### config.mk
export PLATFORM = sky130hd
export DESIGN_NAME = flash_wp_ctrl
export DESIGN_NICKNAME = d
export VERILOG_FILES = /design/src/rtl/flash_wp_pkg.sv /design/src/rtl/wp_mode_fsm.sv /design/src/rtl/bp_region_check.sv /design/src/rtl/flash_wp_ctrl.sv
export SDC_FILE = /design/constraint.sdc
export NUM_CORES = 1
export LEC_CHECK = 0
export BUFFER_PORTS_ARGS = -buffer_cell sky130_fd_sc_hd__buf_2
export CELL_PAD_IN_SITES_DETAIL_PLACEMENT = 1
export CELL_PAD_IN_SITES_GLOBAL_PLACEMENT = 2
export CORE_MARGIN = 2
export CORE_UTILIZATION = 25
export DETAILED_ROUTE_END_ITERATION = 8
export HOLD_SLACK_MARGIN = 0.1
export PLACE_DENSITY_LB_ADDON = 0.05
export RECOVER_POWER = 25
export REMOVE_ABC_BUFFERS = 1
export SLEW_MARGIN = 20
export SYNTH_ARGS = -nofsm -noshare
export SYNTH_HDL_FRONTEND = slang
export SYNTH_HIERARCHICAL = 1
export SYNTH_SLANG_ARGS = --single-unit
### constraint.sdc
create_clock -name clk -period 2.9 [get_ports clk]
set_input_delay 0.435 -clock clk [delete_from_list [all_inputs] [get_ports clk]]
set_output_delay 0.435 -clock clk [all_outputs]
set_load 0.03 [all_outputs]
### src/rtl/flash_wp_pkg.sv
package flash_wp_pkg;

    localparam int BP_W = 3;

    typedef enum logic [1:0] {
        MODE_OPEN = 2'd0,
        MODE_SOFT = 2'd1,
        MODE_HARD = 2'd2
    } wp_mode_e;

    typedef enum logic [2:0] {
        OP_NONE,
        OP_WREN,
        OP_WRDI,
        OP_WRSR,
        OP_PROG,
        OP_ERASE_SEC,
        OP_ERASE_PAGE,
        OP_ERASE_BULK
    } op_e;

endpackage

### src/rtl/wp_mode_fsm.sv
module wp_mode_fsm
    import flash_wp_pkg::*;
(
    input  logic     clk,
    input  logic     rst_n,
    input  logic     lock_nxt,
    input  logic     wp_n,
    output wp_mode_e mode,
    output logic     hard_lock
);

    wp_mode_e state_q, state_d;

    always_ff @(posedge clk or negedge rst_n) begin
        if (!rst_n) state_q <= MODE_OPEN;
        else        state_q <= state_d;
    end

    always_comb begin
        state_d = state_q;
        unique case (state_q)
            MODE_OPEN: if (lock_nxt) state_d = wp_n ? MODE_SOFT : MODE_HARD;
            MODE_SOFT: begin
                if (!lock_nxt)  state_d = MODE_OPEN;
                else if (!wp_n) state_d = MODE_HARD;
            end
            MODE_HARD: if (wp_n) state_d = MODE_SOFT;
            default:   state_d = MODE_OPEN;
        endcase
    end

    always_comb begin
        mode      = state_q;
        hard_lock = (state_q == MODE_HARD);
    end

endmodule

### src/rtl/bp_region_check.sv
module bp_region_check
    import flash_wp_pkg::*;
#(
    parameter int ADDR_W = 21,
    parameter int SEC_W  = 16
) (
    input  logic [BP_W-1:0]   bp,
    input  logic [ADDR_W-1:0] addr,
    output logic              hit
);

    localparam int SIDX_W    = ADDR_W - SEC_W;
    localparam int FULL_CODE = SIDX_W + 1;
    localparam logic [SIDX_W:0] NUM_SEC = {1'b1, {SIDX_W{1'b0}}};

    logic [SIDX_W-1:0] sector;
    logic [SIDX_W:0]   span;
    logic [SIDX_W:0]   floor_sec;

    assign sector = addr[ADDR_W-1:SEC_W];

    always_comb begin
        span      = '0;
        floor_sec = NUM_SEC;
        hit       = 1'b0;
        if (bp == '0) begin
            hit = 1'b0;
        end else if (int'(bp) >= FULL_CODE) begin
            hit = 1'b1;
        end else begin
            span      = (SIDX_W+1)'(1) << (bp - BP_W'(1));
            floor_sec = NUM_SEC - span;
            hit       = ({1'b0, sector} >= floor_sec);
        end
    end

endmodule

### src/rtl/flash_wp_ctrl.sv
module flash_wp_ctrl
    import flash_wp_pkg::*;
#(
    parameter int ADDR_W    = 21,
    parameter int SEC_W     = 16,
    parameter int OP_CYCLES = 4
) (
    input  logic              clk,
    input  logic              rst_n,
    input  logic              wp_n,
    input  logic              cmd_wren,
    input  logic              cmd_wrdi,
    input  logic              cmd_wrsr,
    input  logic              cmd_prog,
    input  logic              cmd_erase_sec,
    input  logic              cmd_erase_page,
    input  logic              cmd_erase_bulk,
    input  logic [ADDR_W-1:0] addr,
    input  logic              wr_lockbit,
    input  logic [2:0]        wr_bp,
    output logic              sr_lockbit,
    output logic [2:0]        sr_bp,
    output logic              sr_wel,
    output logic              sr_busy,
    output logic              hw_locked,
    output logic              op_accept,
    output logic              op_reject
);

    localparam int CNT_W = $clog2(OP_CYCLES + 1);
    localparam logic [CNT_W-1:0] CNT_LOAD = CNT_W'(OP_CYCLES);

    op_e              op;
    wp_mode_e         mode;
    logic             hard_lock;
    logic             region_hit;
    logic             lock_q, lock_d;
    logic [BP_W-1:0]  bp_q, bp_d;
    logic             wel_q, wel_d;
    logic             acc_q, acc_d;
    logic             rej_q, rej_d;
    logic             start_op;
    logic [CNT_W-1:0] busy_cnt;

    always_comb begin
        if (cmd_wrsr)            op = OP_WRSR;
        else if (cmd_prog)       op = OP_PROG;
        else if (cmd_erase_sec)  op = OP_ERASE_SEC;
        else if (cmd_erase_page) op = OP_ERASE_PAGE;
        else if (cmd_erase_bulk) op = OP_ERASE_BULK;
        else if (cmd_wren)       op = OP_WREN;
        else if (cmd_wrdi)       op = OP_WRDI;
        else                     op = OP_NONE;
    end

    bp_region_check #(
        .ADDR_W (ADDR_W),
        .SEC_W  (SEC_W)
    ) u_region (
        .bp   (bp_q),
        .addr (addr),
        .hit  (region_hit)
    );

    wp_mode_fsm u_mode (
        .clk       (clk),
        .rst_n     (rst_n),
        .lock_nxt  (lock_d),
        .wp_n      (wp_n),
        .mode      (mode),
        .hard_lock (hard_lock)
    );

    always_comb begin
        lock_d   = lock_q;
        bp_d     = bp_q;
        wel_d    = wel_q;
        acc_d    = 1'b0;
        rej_d    = 1'b0;
        start_op = 1'b0;
        if (busy_cnt == '0) begin
            unique case (op)
                OP_WREN: wel_d = 1'b1;
                OP_WRDI: wel_d = 1'b0;
                OP_WRSR: begin
                    if (wel_q && (mode != MODE_HARD)) begin
                        lock_d   = wr_lockbit;
                        bp_d     = wr_bp;
                        wel_d    = 1'b0;
                        acc_d    = 1'b1;
                        start_op = 1'b1;
                    end else begin
                        rej_d = 1'b1;
                    end
                end
                OP_PROG, OP_ERASE_SEC, OP_ERASE_PAGE: begin
                    wel_d = 1'b0;
                    if (wel_q && !region_hit) begin
                        acc_d    = 1'b1;
                        start_op = 1'b1;
                    end else begin
                        rej_d = 1'b1;
                    end
                end
                OP_ERASE_BULK: begin
                    wel_d = 1'b0;
                    if (wel_q && (bp_q == '0)) begin
                        acc_d    = 1'b1;
                        start_op = 1'b1;
                    end else begin
                        rej_d = 1'b1;
                    end
                end
                default: ;
            endcase
        end
    end

    always_ff @(posedge clk or negedge rst_n) begin
        if (!rst_n) begin
            lock_q   <= 1'b0;
            bp_q     <= '0;
            wel_q    <= 1'b0;
            acc_q    <= 1'b0;
            rej_q    <= 1'b0;
            busy_cnt <= '0;
        end else begin
            lock_q <= lock_d;
            bp_q   <= bp_d;
            wel_q  <= wel_d;
            acc_q  <= acc_d;
            rej_q  <= rej_d;
            if (start_op)            busy_cnt <= CNT_LOAD;
            else if (busy_cnt != '0) busy_cnt <= busy_cnt - CNT_W'(1);
        end
    end

    assign sr_lockbit = lock_q;
    assign sr_bp      = bp_q;
    assign sr_wel     = wel_q;
    assign sr_busy    = (busy_cnt != '0);
    assign hw_locked  = hard_lock;
    assign op_accept  = acc_q;
    assign op_reject  = rej_q;

endmodule

# == Word-level counts from Yosys, hierarchy flattened ==
# Index checks and enable logic that the tools add are counted.
# totals
output_inout_bits,9
input_bits,35
register_bits,12
word_cells,74
# classes
shifts,1
magnitude_cmp,2
n_reduce_logical,15
n_addsub,3
mux,32
eq_ne,14
# op_table
operator,count
3-bit two-way mux,7
1-bit two-way mux,14
2-bit two-way mux,7
"3-bit equality test, second input constant",4
1-bit one-hot mux with 3 select lines,3
3-bit AND reduction,3
"2-bit inequality test, second input constant",4
"3-bit by 2-bit equality test with 1-bit output, second input constant",2
5-bit by 6-bit >= comparator with 1-bit output,1
3-bit zero test,2
2-bit one-hot mux with 3 select lines,1
3-bit nonzero test,2
"1-bit by 3-bit << shifter with 6-bit output, first input constant",1
"3-bit by 1-bit subtractor with 3-bit output, second input constant",2
"6-bit subtractor, first input constant",1
5-bit OR reduction,1
"3-bit by 1-bit equality test with 1-bit output, second input constant",1
"3-bit >= comparator, second input constant",1
1-bit logical AND,3
"3-bit inequality test, second input constant",1
3-bit OR reduction,1
"2-bit by 1-bit equality test with 1-bit output, second input constant",1
"2-bit equality test, second input constant",1
2-bit zero test,1
other kinds (2),2

# == Logic depth before layout (Yosys ltp) ==
# depth
word_depth,12
mapped_depth,13
ltp_nobuf,13

# == Cells and area by module ==
# Netlist, hierarchy kept.
# modules_own_cells
module,instances,area_per_inst_um2,cells_each
flash_wp_ctrl,1,555.5,53
bp_region_check,1,232.7,33
wp_mode_fsm,1,93.8,7

# == Worst setup path before layout ==
# OpenSTA, ideal clock, no wires.
# synth_path
path_kind,flip-flop to flip-flop
startpoint,"register bp_q[1], in the netlist sr_bp[1]"
endpoint,register busy_cnt[0]
arrival_time_ns,2.730
path_stages_with_launch,13
setup_slack_ns,0.049
synth_period_minus_slack_ns,2.851
n_path_buf,0
cell_sequence,dfrtp_1 -> nor2_1 -> ha_1 -> nand3b_1 -> ha_1 -> inv_1 -> ha_1 -> a2111oi_0 -> a211o_1 -> a31oi_1 -> nor2_1 -> nand3_1 -> a41o_1
# synth_via
elab_chain_len,12
word_cells_on_any_way,17
classes_between,add/sub: 2; order compare: 2; shift: 1; mux: 7; reduce/logical: 5
# synth_rtl
element,line,source
start: declaration,flash_wp_ctrl.sv:38,"logic [BP_W-1:0] bp_q, bp_d;"
start signal: assignment,flash_wp_ctrl.sv:129,bp_q <= bp_d;
3-bit by 1-bit subtractor with 3-bit output,bp_region_check.sv:31,span = (SIDX_W+1)'(1) << (bp - BP_W'(1));
1-bit by 3-bit << shifter with 6-bit output,bp_region_check.sv:31,
6-bit subtractor,bp_region_check.sv:32,floor_sec = NUM_SEC - span;
5-bit by 6-bit >= comparator with 1-bit output,bp_region_check.sv:33,"hit = ({1'b0, sector} >= floor_sec);"
1-bit two-way mux,bp_region_check.sv:28,end else if (int'(bp) >= FULL_CODE) begin
1-bit two-way mux (*),bp_region_check.sv:26,if (bp == '0) begin
named net region_hit,flash_wp_ctrl.sv:36,logic region_hit;
1-bit zero test (*),flash_wp_ctrl.sv:98,if (wel_q && !region_hit) begin
1-bit logical AND (*),flash_wp_ctrl.sv:98,
1-bit two-way mux (*),flash_wp_ctrl.sv:98,
1-bit one-hot mux with 3 select lines (*),flash_wp_ctrl.sv:82,unique case (op)
1-bit two-way mux (*),flash_wp_ctrl.sv:81,if (busy_cnt == '0) begin
3-bit two-way mux / 2-bit nonzero test (equally long branches),--,
end signal: assignment,flash_wp_ctrl.sv:134,else if (busy_cnt != '0) busy_cnt <= busy_cnt - CNT_W'(1);
end: declaration,flash_wp_ctrl.sv:43,logic [CNT_W-1:0] busy_cnt;
# The timed path passes the listed nets; every way through them passes the cells marked *.
# A chain may end at the register's enable or synchronous reset.

# == Final worst setup path ==
# layout_path
startpoint,"register bp_q[1], in the netlist sr_bp[1]"
endpoint,register busy_cnt[1]
# The elaborated chain is that of the path after synthesis.

==> results by stage <==
Run status:
- The run finished with clean final reports.

Timing:
- The final worst-path setup slack is approximately 210 ps.
- The count of final hold-check violations is 0.
- The actual slew at the worst max-slew pin is ~680 ps.
- Setup violations remaining at the end of the flow were counted as 0.
- The worst hold slack is 321 ps.
- The max-slew violation count is 0.
- For the final database, setup skew stands at around 3.7 ps.
- The tightest slew margin relative to the limit is between 50% and 60%.
- The time the worst path needs with I/O delays and setup is ~2700 ps.
- The highest attainable clock frequency is ~0.37 GHz.
- Adding up every negative setup slack in the final design gives 0 ps.
- The worst path uses between 90% and 100% of the clock period.

Placement:
- The number of buffers added on ports is 27.
- At the end of routability-driven placement, the weighted congestion stood at ~0.70.
- The sum of net half-perimeters after detailed placement is between 1500 and 2000 microns.
- The post-placement setup slack is around 82 ps.
- The placed instance area is 1120 sq um.

Yosys:
- Yosys attributes the largest share of cell area to sky130_fd_sc_hd__dfrtp_1 34%, sky130_fd_sc_hd__ha_1 13%, sky130_fd_sc_hd__mux2_2 5.1%.
- The flop and latch count out of synthesis is 12.
- The async set or reset register ratio after synthesis is 100%.
- For this run, the number of Yosys warnings is 6.
- After synthesis the cells add up to 882 sq um.
- In this run the mean area of a mapped cell was between 9 and 10 sq um.
- The area share of the leading cell type in the synthesized netlist is around 34%.
- Synthesis handed over a netlist of 93 instances.
- The synthesized design contains 0 enable-type register cells.
- After synthesis, the netlist uses 38 different library cells.
- After synthesis, flip-flops and latches occupy 34.0% of the total area.
- The most used flip-flop cell after synthesis is sky130_fd_sc_hd__dfrtp_1.
- sky130_fd_sc_hd__dfrtp_1 takes more of the synthesized area than any other cell.

Setup path:
- The worst setup path is launched from a register.
- The critical path data required time is 3070 ps.
- The worst register-to-register path begins at sr_bp[1]$_DFFE_PN0P_.
- The critical path is of the register to register type.
- The launching element of the worst setup path is sr_bp[1]$_DFFE_PN0P_.
- The signal on the critical path passes through nor2_1 -> ha_1 -> nand2_1 -> buf_4 -> inv_2 -> ha_1 -> nand2b_1 -> a2111oi_2 -> a211o_1 -> a31oi_1 -> nor2_2 -> nand3_2 -> a41o_1.
- On the worst path, the slowest cell contributes a delay of ~380 ps.
- In this design, the critical path's most frequently occurring cell is sky130_fd_sc_hd__ha_1.
- Counting both buffers and inverters, the worst setup path holds a total of 2.
- On the critical path, the stage with the largest delay is an instance of sky130_fd_sc_hd__dfrtp_1.
- The arrival time at the worst endpoint is between 2000 and 3000 ps.
- The worst setup path is captured at a register.
- Of all nets on the critical path, the largest fanout is 4.
- Setup slack on the worst reg-to-reg path comes out at a little over 200 ps.
- The family with the most delay on the worst path is compound AO/OA/AOI/OAI gates.

Power and ir drop:
- Net switching is between 30% and 40% of the power.
- For this design the total switching power over the nets is 218 uW.
- Cell internal power was estimated by the tool at between 300 and 400 uW.
- The areal power density over the cells is 519 nW/um^2.
- The sequential share of power is a little over a third.
- The power after layout is slightly above 600 uW.
- The largest vdd supply drop is 0.237 mV.
- Of the total power, the clock network draws about 22%.
- The combinational fraction of design power is 42.1%.
- The leakage power figure is between 0.0005 and 0.0006 uW.

Clock tree:
- The number of CTS-inserted buffers is 3.
- The number of levels the H-tree was split into is 1.
- The TritonCTS clock tree is yes.
- In this run the clock root is driven by a sky130_fd_sc_hd__clkbuf_4.
- The worst-case clock buffer depth is 2.
- The clock drives 12 sinks.
- After clock tree synthesis, the clock-pin slew on the worst setup and hold paths is around 80 ps.
- The clock latency of the later-clocked register in the worst-skew pair is roughly 270 ps.

Die:
- The die covers 4020 sq um.
- The number of primary I/O pins is 44.
- The floorplan step set the die width to about 63 microns.
- The die is about 63 microns tall.
- The placeable core region is approximately 3400 sq um.
- The initial core utilization is a little over a quarter.
- The number of cell rows is 21.

Drt:
- The detailed router finished its first iteration with 16 violations.
- Once detail routing completed, the nets flagged for antenna violations numbered 0.
- The first-pass detailed-route iteration total is 4.
- The via-per-instance ratio is 4.60.
- Summed over all layers, the routed wires come to about 2200 microns.
- After detailed routing, the average wire length per cell comes to about 13 microns.
- The residual DRC count is 0.
- The overall via count from detail_route is ~800.

GRT:
- The number of antenna violations at the first check in global routing was 0.
- Global routing finished with a remaining overflow of 0.
- The first global-routing pass estimated just under 4000 microns of wire.
- Entering global routing, the biggest net connects 13 pins.
- The number of global-route vias before repair was 880.
- Global routing used approximately an eighth of the available tracks across all layers.

Run:
- The total of max-cap violations is 0.

Finish:
- The number of fill cells is about 430.
- The signed area change from the synthesized netlist to the final layout is 34.0%.
- The number of nets in the layout is about 180.
- After routing the design area is about 1200 sq um.
- The post-route netlist has 38.9% of its cells at a drive strength greater than 1.
- 0 antenna diodes ended up in the layout.

Min path:
- The path class of the tightest hold or removal check is input pin to register.
- The hold path startpoint is wp_n.
## synth_stat cells, drive strengths merged, types with 2 or more instances
library cell   n
a21oi          3
a31oi          4
a41o           2
and2b          2
dfrtp         12
ha             9
inv           10
mux2           4
nand2          2
nand2b         5
nand3          3
nor2           6
nor2b          2
nor3           3
o21ai          6
o31ai          2
## repair_timing
item                       4_1_cts  5_1_grt
hold buffers                     1        0
setup endpoints to repair        0        5
resized for setup                0        4
buffers inserted                 0        1
hold endpoints to repair        12        0
## area by class of cell
class / instances / area (sq um) / share of cell area [%]
clock buffers: 4 / 36.3 / 3.07
inverters: 10 / 37.5 / 3.17
multi-input cells: 69 / 547 / 46.2
flip-flops and latches: 12 / 300 / 25.4
well taps: 46 / 57.6 / 4.87
repair buffers: 36 / 204 / 17.2
## worst reg2reg max path, cell delays in order (launching register included)
cell and delay, ps:
sky130_fd_sc_hd__dfrtp_1 380, sky130_fd_sc_hd__nor2_1 120, sky130_fd_sc_hd__ha_1 280, sky130_fd_sc_hd__nand2_1 100, sky130_fd_sc_hd__buf_4 110, sky130_fd_sc_hd__inv_2 30, sky130_fd_sc_hd__ha_1 250, sky130_fd_sc_hd__nand2b_1 150
sky130_fd_sc_hd__a2111oi_2 360, sky130_fd_sc_hd__a211o_1 160, sky130_fd_sc_hd__a31oi_1 100, sky130_fd_sc_hd__nor2_2 150, sky130_fd_sc_hd__nand3_2 130, sky130_fd_sc_hd__a41o_1 260
## power by group through the flow
| stage | sequential [uW] | clock (uW) | combinational, uW |
|---|---|---|---|
| after detailed placement | 226 | 0 | 254 |
| after CTS | 223 | 141 | 256 |
| final | 223 | 133 | 259 |
| after floorplan | 240 | 0 | 160 |
| after global placement | 223 | 0 | 251 |
| after global routing | 227 | 146 | 291 |
## cell usage in the layout (no fill, tap or decap), types with 3 or more instances in the layout
cell type                  instances
sky130_fd_sc_hd__buf_2            26
sky130_fd_sc_hd__dfrtp_1          12
sky130_fd_sc_hd__inv_1             9
sky130_fd_sc_hd__ha_1              9
sky130_fd_sc_hd__buf_4             8
sky130_fd_sc_hd__nor2_1            5
sky130_fd_sc_hd__o21ai_0           5
sky130_fd_sc_hd__nand2b_1          4
sky130_fd_sc_hd__a31oi_1           4
sky130_fd_sc_hd__mux2_2            4
sky130_fd_sc_hd__nor3_1            3
sky130_fd_sc_hd__clkbuf_4          3
## state kept, by name, indices dropped and copies added (netlist names)
name / flops
u_mode/mode: 2
busy_cnt: 3
op_reject: 1
sr_wel: 1
sr_bp: 3
sr_lockbit: 1
op_accept: 1
## path summary, 6_finish.rpt
kind / endpoint / depth (start not counted)
worst max-delay path: busy_cnt[1]$_DFFE_PN0P_ / 13
worst min-delay path: u_mode/mode[1]$_DFFE_PN0P_ / 2
worst max register to register: busy_cnt[1]$_DFFE_PN0P_ / 13
worst min register to register: busy_cnt[1]$_DFFE_PN0P_ / 1
max in group asynchronous: u_mode/mode[1]$_DFFE_PN0P_ / 2
min in group asynchronous: u_mode/mode[0]$_DFFE_PN0P_ / 2
## layer usage
metal  global-route usage [%]  vias up  routed length [microns]
li1                         -      413                        -
met1                     16.0      379                     1080
met2                     19.2       21                     1020
met3                     3.04        2                      118
met4                     4.08        0                       12
met5                        0        -                        0
## logic make-up (layout without fill, tap and decap cells)
group | Yosys count | in the layout | synth area share [%]
adder cells (fa/ha/maj) | 9 | 9 | 12.8
multiplexers | 4 | 4 | 5.11
XOR/XNOR | 1 | 1 | 0.993
buffers and inverters | 12 | 50 | 5.53
flip-flops | 12 | 12 | 34.0
AND/OR/NAND/NOR | 31 | 31 | 22.0
AO/OA/AOI/OAI | 24 | 24 | 19.6
## per-stage QoR
step,std cells,utilization [%]
after CTS,176,34.6
after global routing,177,35.2
after floorplan,91,-
final,177,35.2
after global placement,171,33.2
after detailed placement,171,33.2
Power figures use the tool's default switching activity.
